**src/rtl/xchg_pkg.sv**
```systemverilog
package xchg_pkg;
  localparam logic [1:0] SZ_8  = 2'd0;
  localparam logic [1:0] SZ_16 = 2'd1;

  typedef enum logic [3:0] {
    ST_IDLE,
    ST_R_TMP,
    ST_R_DST,
    ST_R_SRC,
    ST_M_CHK,
    ST_M_RD,
    ST_M_CAP,
    ST_M_WR,
    ST_M_WB
  } xchg_state_e;
endpackage

```
**src/rtl/xchg_regfile.sv**
```systemverilog
module xchg_regfile #(
  parameter int NREGS = 8,
  parameter int DW    = 32,
  localparam int IW   = $clog2(NREGS)
) (
  input  logic          clk_i,
  input  logic          rst_ni,
  input  logic          we_i,
  input  logic [IW-1:0] widx_i,
  input  logic [DW-1:0] wdata_i,
  input  logic [IW-1:0] ra_idx_i,
  output logic [DW-1:0] ra_data_o,
  input  logic [IW-1:0] rb_idx_i,
  output logic [DW-1:0] rb_data_o,
  input  logic [IW-1:0] rc_idx_i,
  output logic [DW-1:0] rc_data_o
);
  logic [DW-1:0] regs_q [NREGS];

  for (genvar g = 0; g < NREGS; g++) begin : g_reg
    always_ff @(posedge clk_i or negedge rst_ni) begin
      if (!rst_ni)                            regs_q[g] <= '0;
      else if (we_i && widx_i == IW'(g))      regs_q[g] <= wdata_i;
    end
  end

  assign ra_data_o = regs_q[ra_idx_i];
  assign rb_data_o = regs_q[rb_idx_i];
  assign rc_data_o = regs_q[rc_idx_i];
endmodule

```
**src/rtl/xchg_lane.sv**
```systemverilog
module xchg_lane #(
  parameter int DW = 32,
  localparam int NB = DW / 8
) (
  input  logic [1:0]    size_i,
  output logic [DW-1:0] mask_o,
  output logic [NB-1:0] be_o
);
  import xchg_pkg::*;
  int unsigned nbytes;

  always_comb begin
    if (size_i == SZ_8)       nbytes = 1;
    else if (size_i == SZ_16) nbytes = (NB > 2) ? 2 : NB;
    else                      nbytes = NB;
  end

  for (genvar b = 0; b < NB; b++) begin : g_lane
    assign be_o[b]          = (b < nbytes);
    assign mask_o[b*8 +: 8] = {8{be_o[b]}};
  end
endmodule

```
**src/rtl/xchg_ctrl.sv**
```systemverilog
module xchg_ctrl #(
  parameter int NREGS = 8,
  parameter int AW    = 8,
  localparam int IW   = $clog2(NREGS)
) (
  input  logic          clk_i,
  input  logic          rst_ni,
  input  logic          start_i,
  input  logic          mem_op_i,
  input  logic [1:0]    size_i,
  input  logic [IW-1:0] dst_idx_i,
  input  logic [IW-1:0] src_idx_i,
  input  logic [AW-1:0] addr_i,
  input  logic          seg_wr_ok_i,
  output logic [1:0]    size_q_o,
  output logic [IW-1:0] dst_q_o,
  output logic [IW-1:0] src_q_o,
  output logic [AW-1:0] addr_q_o,
  output logic          busy_o,
  output logic          done_o,
  output logic          fault_o,
  output logic          lock_o,
  output logic          mem_req_o,
  output logic          mem_we_o,
  output logic          tmp_ld_reg_o,
  output logic          tmp_ld_mem_o,
  output logic          rf_wr_o,
  output logic          rf_wr_dst_o
);
  import xchg_pkg::*;
  xchg_state_e state_q, state_d;
  logic seg_ok_q;

  always_comb begin
    state_d = state_q;
    unique case (state_q)
      ST_IDLE:  if (start_i) state_d = mem_op_i ? ST_M_CHK : ST_R_TMP;
      ST_R_TMP: state_d = ST_R_DST;
      ST_R_DST: state_d = ST_R_SRC;
      ST_R_SRC: state_d = ST_IDLE;
      ST_M_CHK: state_d = seg_ok_q ? ST_M_RD : ST_IDLE;
      ST_M_RD:  state_d = ST_M_CAP;
      ST_M_CAP: state_d = ST_M_WR;
      ST_M_WR:  state_d = ST_M_WB;
      ST_M_WB:  state_d = ST_IDLE;
      default:  state_d = ST_IDLE;
    endcase
  end

  always_ff @(posedge clk_i or negedge rst_ni) begin
    if (!rst_ni) begin
      state_q  <= ST_IDLE;
      seg_ok_q <= 1'b0;
      size_q_o <= '0;
      dst_q_o  <= '0;
      src_q_o  <= '0;
      addr_q_o <= '0;
    end else begin
      state_q <= state_d;
      // operands latched only on an accepted start
      if (state_q == ST_IDLE && start_i) begin
        seg_ok_q <= seg_wr_ok_i;
        size_q_o <= size_i;
        dst_q_o  <= dst_idx_i;
        src_q_o  <= src_idx_i;
        addr_q_o <= addr_i;
      end
    end
  end

  always_comb begin
    busy_o       = (state_q != ST_IDLE);
    fault_o      = (state_q == ST_M_CHK) && !seg_ok_q;
    done_o       = (state_q == ST_R_SRC) || (state_q == ST_M_WB) || fault_o;
    lock_o       = (state_q == ST_M_RD) || (state_q == ST_M_CAP) || (state_q == ST_M_WR);
    mem_req_o    = (state_q == ST_M_RD) || (state_q == ST_M_WR);
    mem_we_o     = (state_q == ST_M_WR);
    tmp_ld_reg_o = (state_q == ST_R_TMP);
    tmp_ld_mem_o = (state_q == ST_M_CAP);
    rf_wr_o      = (state_q == ST_R_DST) || (state_q == ST_R_SRC) || (state_q == ST_M_WB);
    rf_wr_dst_o  = (state_q == ST_R_DST);
  end
endmodule

```
**src/rtl/xchg_seq.sv**
```systemverilog
module xchg_seq #(
  parameter int NREGS = 8,
  parameter int DW    = 32,
  parameter int AW    = 8,
  parameter int FCW   = 16,
  localparam int IW   = $clog2(NREGS),
  localparam int NB   = DW / 8
) (
  input  logic           clk_i,
  input  logic           rst_ni,
  input  logic           start_i,
  input  logic           mem_op_i,
  input  logic [1:0]     size_i,
  input  logic [IW-1:0]  dst_idx_i,
  input  logic [IW-1:0]  src_idx_i,
  input  logic [AW-1:0]  addr_i,
  input  logic           seg_wr_ok_i,
  input  logic           lock_prefix_i,
  input  logic [1:0]     iopl_i,
  input  logic           rf_we_i,
  input  logic [IW-1:0]  rf_widx_i,
  input  logic [DW-1:0]  rf_wdata_i,
  input  logic [IW-1:0]  rf_ridx_i,
  output logic [DW-1:0]  rf_rdata_o,
  output logic           mem_req_o,
  output logic           mem_we_o,
  output logic [AW-1:0]  mem_addr_o,
  output logic [NB-1:0]  mem_be_o,
  output logic [DW-1:0]  mem_wdata_o,
  input  logic [DW-1:0]  mem_rdata_i,
  output logic           bus_lock_o,
  output logic           busy_o,
  output logic           done_o,
  output logic           fault_o,
  output logic [FCW-1:0] fault_code_o
);
  // lock is forced by the memory form alone; prefix and privilege are don't-cares
  logic unused_lock_ctl;
  assign unused_lock_ctl = ^{lock_prefix_i, iopl_i};

  logic [1:0]    size_q;
  logic [IW-1:0] dst_q, src_q;
  logic [AW-1:0] addr_q;
  logic          tmp_ld_reg, tmp_ld_mem, rf_wr, rf_wr_dst;
  logic [DW-1:0] dst_val, src_val, mask, tmp_q;
  logic          wr_en;
  logic [IW-1:0] wr_idx;
  logic [DW-1:0] wr_data, wr_old, wr_new;

  xchg_ctrl #(.NREGS(NREGS), .AW(AW)) u_ctrl (
    .clk_i, .rst_ni, .start_i, .mem_op_i, .size_i, .dst_idx_i, .src_idx_i,
    .addr_i, .seg_wr_ok_i,
    .size_q_o(size_q), .dst_q_o(dst_q), .src_q_o(src_q), .addr_q_o(addr_q),
    .busy_o, .done_o, .fault_o, .lock_o(bus_lock_o), .mem_req_o, .mem_we_o,
    .tmp_ld_reg_o(tmp_ld_reg), .tmp_ld_mem_o(tmp_ld_mem),
    .rf_wr_o(rf_wr), .rf_wr_dst_o(rf_wr_dst)
  );

  xchg_lane #(.DW(DW)) u_lane (
    .size_i(size_q), .mask_o(mask), .be_o(mem_be_o)
  );

  always_ff @(posedge clk_i or negedge rst_ni) begin
    if (!rst_ni)         tmp_q <= '0;
    else if (tmp_ld_reg) tmp_q <= dst_val;
    else if (tmp_ld_mem) tmp_q <= mem_rdata_i;
  end

  always_comb begin
    wr_old  = rf_wr_dst ? dst_val : src_val;
    wr_new  = rf_wr_dst ? src_val : tmp_q;
    wr_en   = rf_wr || (rf_we_i && !busy_o);
    wr_idx  = rf_wr ? (rf_wr_dst ? dst_q : src_q) : rf_widx_i;
    wr_data = rf_wr ? ((wr_old & ~mask) | (wr_new & mask)) : rf_wdata_i;
  end

  xchg_regfile #(.NREGS(NREGS), .DW(DW)) u_rf (
    .clk_i, .rst_ni,
    .we_i(wr_en), .widx_i(wr_idx), .wdata_i(wr_data),
    .ra_idx_i(dst_q), .ra_data_o(dst_val),
    .rb_idx_i(src_q), .rb_data_o(src_val),
    .rc_idx_i(rf_ridx_i), .rc_data_o(rf_rdata_o)
  );

  assign mem_addr_o   = addr_q;
  assign mem_wdata_o  = src_val;
  assign fault_code_o = '0;
endmodule

```
**config.mk**
```make
export PLATFORM = sky130hd
export DESIGN_NAME = xchg_seq
export DESIGN_NICKNAME = d
export VERILOG_FILES = /design/src/rtl/xchg_pkg.sv /design/src/rtl/xchg_regfile.sv /design/src/rtl/xchg_lane.sv /design/src/rtl/xchg_ctrl.sv /design/src/rtl/xchg_seq.sv
export SDC_FILE = /design/constraint.sdc
export NUM_CORES = 1
export LEC_CHECK = 0
export ABC_AREA = 1
export BUFFER_PORTS_ARGS = -buffer_cell sky130_fd_sc_hd__buf_4
export CORE_MARGIN = 1
export CORE_UTILIZATION = 40
export CTS_BUF_LIST = sky130_fd_sc_hd__clkbuf_8
export DETAILED_ROUTE_END_ITERATION = 12
export SYNTH_ARGS = -nofsm -noshare
export SYNTH_HDL_FRONTEND = slang
export SYNTH_SLANG_ARGS = --single-unit
```
**constraint.sdc**
```tcl
create_clock -name clk_i -period 2.1 [get_ports clk_i]
set_clock_uncertainty 0.2 [all_clocks]
set_input_delay 0.42 -clock clk_i [delete_from_list [all_inputs] [get_ports clk_i]]
set_output_delay 0.42 -clock clk_i [all_outputs]
set_load 0.01 [all_outputs]
```
==> results of run 1 <==
-- layout by cell type, fill, tap and decap left out, types with 16 or more instances in the layout --
| master | count |
|---|---|
| a31oi_1 | 29 |
| or2_2 | 35 |
| o21ai_2 | 32 |
| conb_1 | 17 |
| nand3_2 | 125 |
| dfrtp_1 | 304 |
| buf_16 | 16 |
| o211ai_1 | 25 |
| buf_12 | 90 |
| nor2_1 | 70 |
| nand2_2 | 120 |
| o21ai_1 | 55 |
| clkbuf_8 | 82 |
| buf_4 | 363 |
| inv_2 | 68 |
| a21oi_1 | 194 |
| a221oi_2 | 24 |
| dlygate4sd3_1 | 75 |
| nand2_1 | 1046 |
| nand2_4 | 48 |
| o21ai_0 | 123 |
| o22ai_1 | 20 |
| buf_6 | 59 |
| inv_1 | 245 |
| nand3_1 | 390 |
-- stage by stage --
step                      util [%]  hold slack [ns]  setup TNS [ns]  std cells  setup WS, ns
final                        59.28          0.04919         -139.20       4451       -0.7998
after detailed placement     48.21           0.1741          -55.72       4145       -0.3272
after global routing         59.28          0.06557         -168.98       4451       -0.8670
after global placement       48.21           0.1808          -44.93       4145       -0.3147
after CTS                    56.19          0.01577         -125.26       4420       -0.8232
after floorplan                  -         -0.07559          -2.280       3312      -0.06546
-- path summary, 6_finish.rpt --
check                             startpoint               end
setup / recovery           u_ctrl.src_q_o[0]    mem_wdata_o[6]
hold / removal                 rf_wdata_i[3]   u_rf.regs_q[35]
setup reg to reg           u_ctrl.state_q[1]  u_rf.regs_q[213]
hold reg to reg              u_rf.regs_q[43]   u_rf.regs_q[43]
max in group asynchronous             rst_ni  u_rf.regs_q[213]
min in group asynchronous             rst_ni    u_rf.regs_q[4]
-- layer usage --
layer / GRT usage (%) / up-vias / share of wire, %
met1: 43.70 / 12150 / 39
met3: 7.493 / 370 / 10
met5: 1.011 / - / 0.058
met2: 54.65 / 1636 / 46
li1: - / 11480 / -
met4: 16.41 / 2 / 4.9
-- worst max-delay path: stages, from the launching register on --
cell and delay [ns]:
dfrtp_4 0.58, buf_12 0.21, buf_16 0.16, o211ai_1 0.17, nand2_1 0.08, o21a_2 0.24, buf_6 0.13
-- cell families after synthesis --
logic type             count (synthesis)  share of synthesized area (%)
AND/OR/NAND/NOR                     1856                          37.15
buffers and inverters                585                          11.42
AO/OA/AOI/OAI                        535                          14.06
flip-flops                           309                          36.80
multiplexers                          10                         0.5359
other                                  2                        0.03574
-- timing repair --
action	in CTS	in global routing
cloned	17	10
buffers inserted	78	28
endpoints found under the hold margin	527	0
hold buffers	75	0
setup endpoints to repair	352	357
resized for setup	370	330
pin swaps	129	120
-- state kept, by name, summed over array words and instances (netlist names) --
register / flops
tmp_q: 32
u_ctrl.addr_q_o: 8
u_ctrl.dst_q_o: 3
u_ctrl.seg_ok_q: 1
u_ctrl.size_q_o: 2
u_ctrl.src_q_o: 3
u_ctrl.state_q: 4
u_rf.regs_q: 256
-- power breakdown --
| part | switching (µW) | internal [µW] |
|---|---|---|
| combinational | 23000 | 15500 |
| clock | 2950 | 3950 |
| sequential | 2120 | 8800 |
-- layout make-up --
cell class                 instances  area share, %
tap                              680          2.781
clock buffer                      82          3.689
clock inverter                    29         0.7688
timing repair buffer             621          22.07
inverter                         312          4.020
multi-input combinational       2418          41.36
sequential                       309          25.31
==> flow_summary.json, run 1 <==
{
  "run_status": "finished with violations",
  "failed_checks": "setup timing",
  "worst_hold_path_type": "input port to flip-flop",
  "detail_route.wl_per_cell_um": 21.46,
  "cts.root.buffer_cell": "clkbuf_8",
  "period_needed_ns": 2.900,
  "power_density_nw_per_um2": 1842,
  "avgViaCountPerCell": 5.759,
  "antenna_violations_before_repair": 1,
  "multi_input_area_um2": 12660,
  "reg2regPathDepth": 17,
  "total_power_uw": 56360,
  "setup.worst_path.start_class": "flip-flop",
  "drive_gt1_share_pct": 30.84,
  "total_clock_sinks": 309,
  "grt_remaining_overflow": 0,
  "synth-async-reset-ratio_pct": 100.0,
  "yosys-top-cells-area": "dfrtp_1 37%, nand2_1 22%, nand3_1 12%",
  "timing_max_transition_violations_final": 0,
  "layout.cell_area.non_filler_um2": 30600,
  "yosysWarningCount": 0,
  "worst_skew_pair_later_pin_latency_ns": 0.69,
  "setup_viol_count_final": 356,
  "cts_tree": "done",
  "final-hold-violation-count": 0,
  "gr-usage-all-layers_pct": 34.21,
  "die_area_um2": 53460,
  "clock_path_buffers": 3,
  "floorplan.core_area_um2": 51610,
  "die_h_um": 231.2,
  "ys_top_cells_by_count": "1,210 x nand2_1, 515 x nand3_1, 309 x dfrtp_1",
  "largest_net_degree_at_the_start_of_global_routing": 56,
  "synthFlopType": "dfrtp_1",
  "synth_largest_type_area_fraction_pct": 36.80,
  "yosysMostFrequentCell": "nand2_1",
  "wire_length_of_the_first_global_routing_pass_mm": 141.0,
  "fillers": 4582,
  "initial_core_util_pct": 40.71,
  "synth-seq-area-share_pct": 36.80,
  "nNetsFinal": 3817,
  "required_time_of_the_critical_path_ns": 1.48,
  "drc": 0,
  "yosys.area.top_type": "dfrtp_1",
  "layout-area-overhead-vs-synth_pct": 45.60,
  "number_of_global_route_vias_before_repair": 24520,
  "antenna_left": 0,
  "detailedPlacementHpwl_mm": 59.03,
  "finalWeightedCongestion": 0.9159,
  "cts_made_buffers": 60,
  "slew_headroom_pct": 60.88,
  "placement.io_buffers": 172,
  "actual_slew_at_the_worst_max_slew_pin_ns": 0.5807,
  "synth_edf_count": 0,
  "setup.worst_path.end_class": "output port",
  "max-cap-violations": 0,
  "p_leak_uw": 0.01543,
  "rsz0062_at_grt": "yes",
  "regToRegSetupSlack_ns": -0.48,
  "placement.cell_area_um2": 24880,
  "postSynthRegisterBits": 309,
  "avg_cell_area_syn_um2": 6.374,
  "detail_route.iter0.violations": 3183,
  "postSynthCellCount": 3297,
  "detailroute.via_count": 25630,
  "routed_wirelength_mm": 95.51,
  "setup.worst_path.class": "flip-flop to output port",
  "synth.lib_cells_used.distinct": 32,
  "arrival_ns": 2.28,
  "synthesis.area_um2": 21010,
  "ff_latch_area_um2": 7744,
  "cts_htree_levels": 2,
  "max_freq_mhz": 344.9,
  "final_period_util_pct": 138.1,
  "fp.dieW_um": 231.2,
  "worstPathMaxFanout": 11,
  "fp-row-count": 83,
  "timing.hold.worst_path_depth": 5,
  "antennaDiodeCount": 0,
  "clkTransAtPathRegs_ns": 0.06,
  "ir_worst_vdd_mv": 0.9576,
  "drt_first_pass_iters": 6,
  "finalWorstSetupSlack_ns": -0.7998,
  "top_level_port_count": 193
}
Note: power is estimated with default switching activity, not from simulation.
==> inputs of run 2 (changes only) <==
--- a/config.mk
+++ b/config.mk
@@ -6,11 +6,11 @@
 export NUM_CORES = 1
 export LEC_CHECK = 0
 export ABC_AREA = 1
-export BUFFER_PORTS_ARGS = -buffer_cell sky130_fd_sc_hd__buf_4
 export CORE_MARGIN = 1
 export CORE_UTILIZATION = 40
 export CTS_BUF_LIST = sky130_fd_sc_hd__clkbuf_8
 export DETAILED_ROUTE_END_ITERATION = 12
+export DONT_BUFFER_PORTS = 1
 export SYNTH_ARGS = -nofsm -noshare
 export SYNTH_HDL_FRONTEND = slang
 export SYNTH_SLANG_ARGS = --single-unit
==> flow_summary.json, run 2 (synthesized netlist as in run 1, its figures left out) <==
{
  "die_h_um": 231.2,
  "timing.critical_path.cells": "buf_4, clkbuf_16, o21ai_0, o21ai_1, o21ai_1, inv_1",
  "largest_net_degree_at_the_start_of_global_routing": 310,
  "detailroute.via_count": 25030,
  "cts_tree": "done",
  "dp.cells": 3969,
  "rsz0062_at_grt": "yes",
  "period_needed_ns": 2.851,
  "cts.root.buffer_cell": "clkbuf_8",
  "largest_registers": "u_rf.regs_q x256, tmp_q x32, u_ctrl.addr_q_o x8",
  "drt_first_pass_iters": 6,
  "layout-area-overhead-vs-synth_pct": 37.03,
  "setup_viol_count_final": 356,
  "drive_gt1_share_pct": 27.04,
  "setup.worst_path.end_class": "output port",
  "fp.dieW_um": 231.2,
  "final_period_util_pct": 135.8,
  "max_freq_mhz": 350.7,
  "cts_htree_levels": 2,
  "fp-row-count": 83,
  "worst_hold_path_type": "input port to asynchronous set/reset pin",
  "detail_route.iter0.violations": 3230,
  "worst_skew_pair_later_pin_latency_ns": 0.66,
  "crit_slowest_cell": "dfrtp_4",
  "worstPathMaxFanout": 12,
  "switching_share_of_total_power_pct": 50.91,
  "clock_path_buffers": 3,
  "failed_checks": "hold timing, setup timing",
  "required_time_of_the_critical_path_ns": 1.48,
  "arrival_ns": 2.23,
  "p_leak_uw": 0.01438,
  "number_of_global_route_vias_before_repair": 23440,
  "timing_max_transition_violations_final": 0,
  "grt_remaining_overflow": 0,
  "setup.worst_path.class": "flip-flop to output port",
  "power_density_nw_per_um2": 1854,
  "largest_register_ffs": 256,
  "die_area_um2": 53460,
  "detail_route.wl_per_cell_um": 21.84,
  "power_switching_uw": 27180,
  "avgViaCountPerCell": 5.849,
  "floorplan.core_area_um2": 51610,
  "ir_worst_vdd_mv": 0.9269,
  "fin_util_pct": 55.79,
  "fin_hold_ws_ns": -0.7431,
  "pwr-share-seq_pct": 20.6,
  "cp_slowest_stage_delay_ns": 0.58,
  "total_power_uw": 53390,
  "run_status": "finished with violations",
  "antenna_violations_before_repair": 1,
  "critical_path.most_common_cell": "o21ai_1",
  "detailedPlacementHpwl_mm": 55.44,
  "clkTransAtPathRegs_ns": 0.06,
  "layout_common_cells": "1,060 x nand2_1, 422 x nand3_1, 302 x dfrtp_1",
  "cts_made_buffers": 58,
  "antenna_left": 0,
  "nNetsFinal": 3647,
  "finalWeightedCongestion": 0.9076,
  "finalWorstSetupSlack_ns": -0.7511,
  "top_level_port_count": 193,
  "initial_core_util_pct": 40.71,
  "p_clk_share_pct": 11.5,
  "max-cap-violations": 0,
  "placement.io_buffers": 0,
  "actual_slew_at_the_worst_max_slew_pin_ns": 0.8423,
  "intPower_uw": 26210,
  "setup.worst_path.start_class": "flip-flop",
  "drc": 0,
  "final-hold-violation-count": 309,
  "routed_wirelength_mm": 93.44,
  "total_clock_sinks": 309,
  "slew_headroom_pct": 43.85,
  "combPwrFrac_pct": 67.9,
  "top_register": "u_rf.regs_q",
  "most_common_cell_after_layout_fill_and_taps_aside": "nand2_1",
  "wire_length_of_the_first_global_routing_pass_mm": 136.0,
  "pre_cts_slack_ns": -0.2799,
  "gr-usage-all-layers_pct": 32.93,
  "instances_no_fill": 4279
}
-- run 2: path summary, 6_finish.rpt --
path | from | endpoint | slack, ns | depth (start not counted)
max reg2reg | u_ctrl.state_q[0] | u_rf.regs_q[88] | -0.36 | 16
min in group clk_i | rf_wdata_i[0] | u_rf.regs_q[32] | 0.05 | 4
max | u_ctrl.src_q_o[0] | mem_wdata_o[2] | -0.75 | 6
min reg2reg | u_rf.regs_q[182] | u_rf.regs_q[182] | 0.28 | 2
min | rst_ni | u_ctrl.addr_q_o[4] | -0.74 | 0
max in group asynchronous | rst_ni | u_rf.regs_q[186] | 1.73 | 0
-- run 2: what timing repair did --
action	CTS	global route
setup buffers	62	45
pin swaps	78	92
gates resized for setup	265	372
endpoints found under the setup margin	344	357
hold endpoints to repair	584	316
hold buffers	80	1
gates cloned	5	17
-- run 2: area by class of cell --
type                            instances  area, µm²
Clock inverter                         27      110.1
Clock buffer                           79       1087
Timing Repair Buffer                  453       5229
Fill cell                            4681      22820
Inverter                              312       1269
Sequential cell                       309       7746
Antenna cell                            1      2.502
Multi-Input combinational cell       2418      12500
Tap cell                              680      850.8
-- run 2: layer usage --
metal / global-route usage (%) / vias up / part of all wire, %
li1: - / 11160 / -
met1: 42.97 / 11920 / 39
met2: 52.84 / 1588 / 46
met3: 5.278 / 364 / 10
met4: 16.35 / 0 / 5.1
met5: 0 / - / 0
-- run 2: worst max-delay path, delay by kind of cell, from the launching register on --
family                 cells  cell delay (ns)
buffers and inverters      3             0.46
AOI/OAI and AO/OA          3             0.54
DFF                        1             0.58
-- run 2: per-stage QoR --
step,TNS (ns),instance area [µm²]
3_3_place_gp,-39.43,23570
2_1_floorplan,-2.280,21170
6_report,-98.75,28800
3_5_place_dp,-48.46,23570
5_1_grt,-129.12,28800
4_1_cts,-77.94,26860
-- run 2: power groups by stage --
stage / Sequential [µW] / Clock [µW] / Combinational [µW]
6_report: 11000 / 6120 / 36300
5_1_grt: 11200 / 6460 / 38900
4_1_cts: 10800 / 6180 / 31400
3_5_place_dp: 10700 / 0 / 28900
3_3_place_gp: 10700 / 0 / 28200
2_1_floorplan: 10100 / 0 / 18100
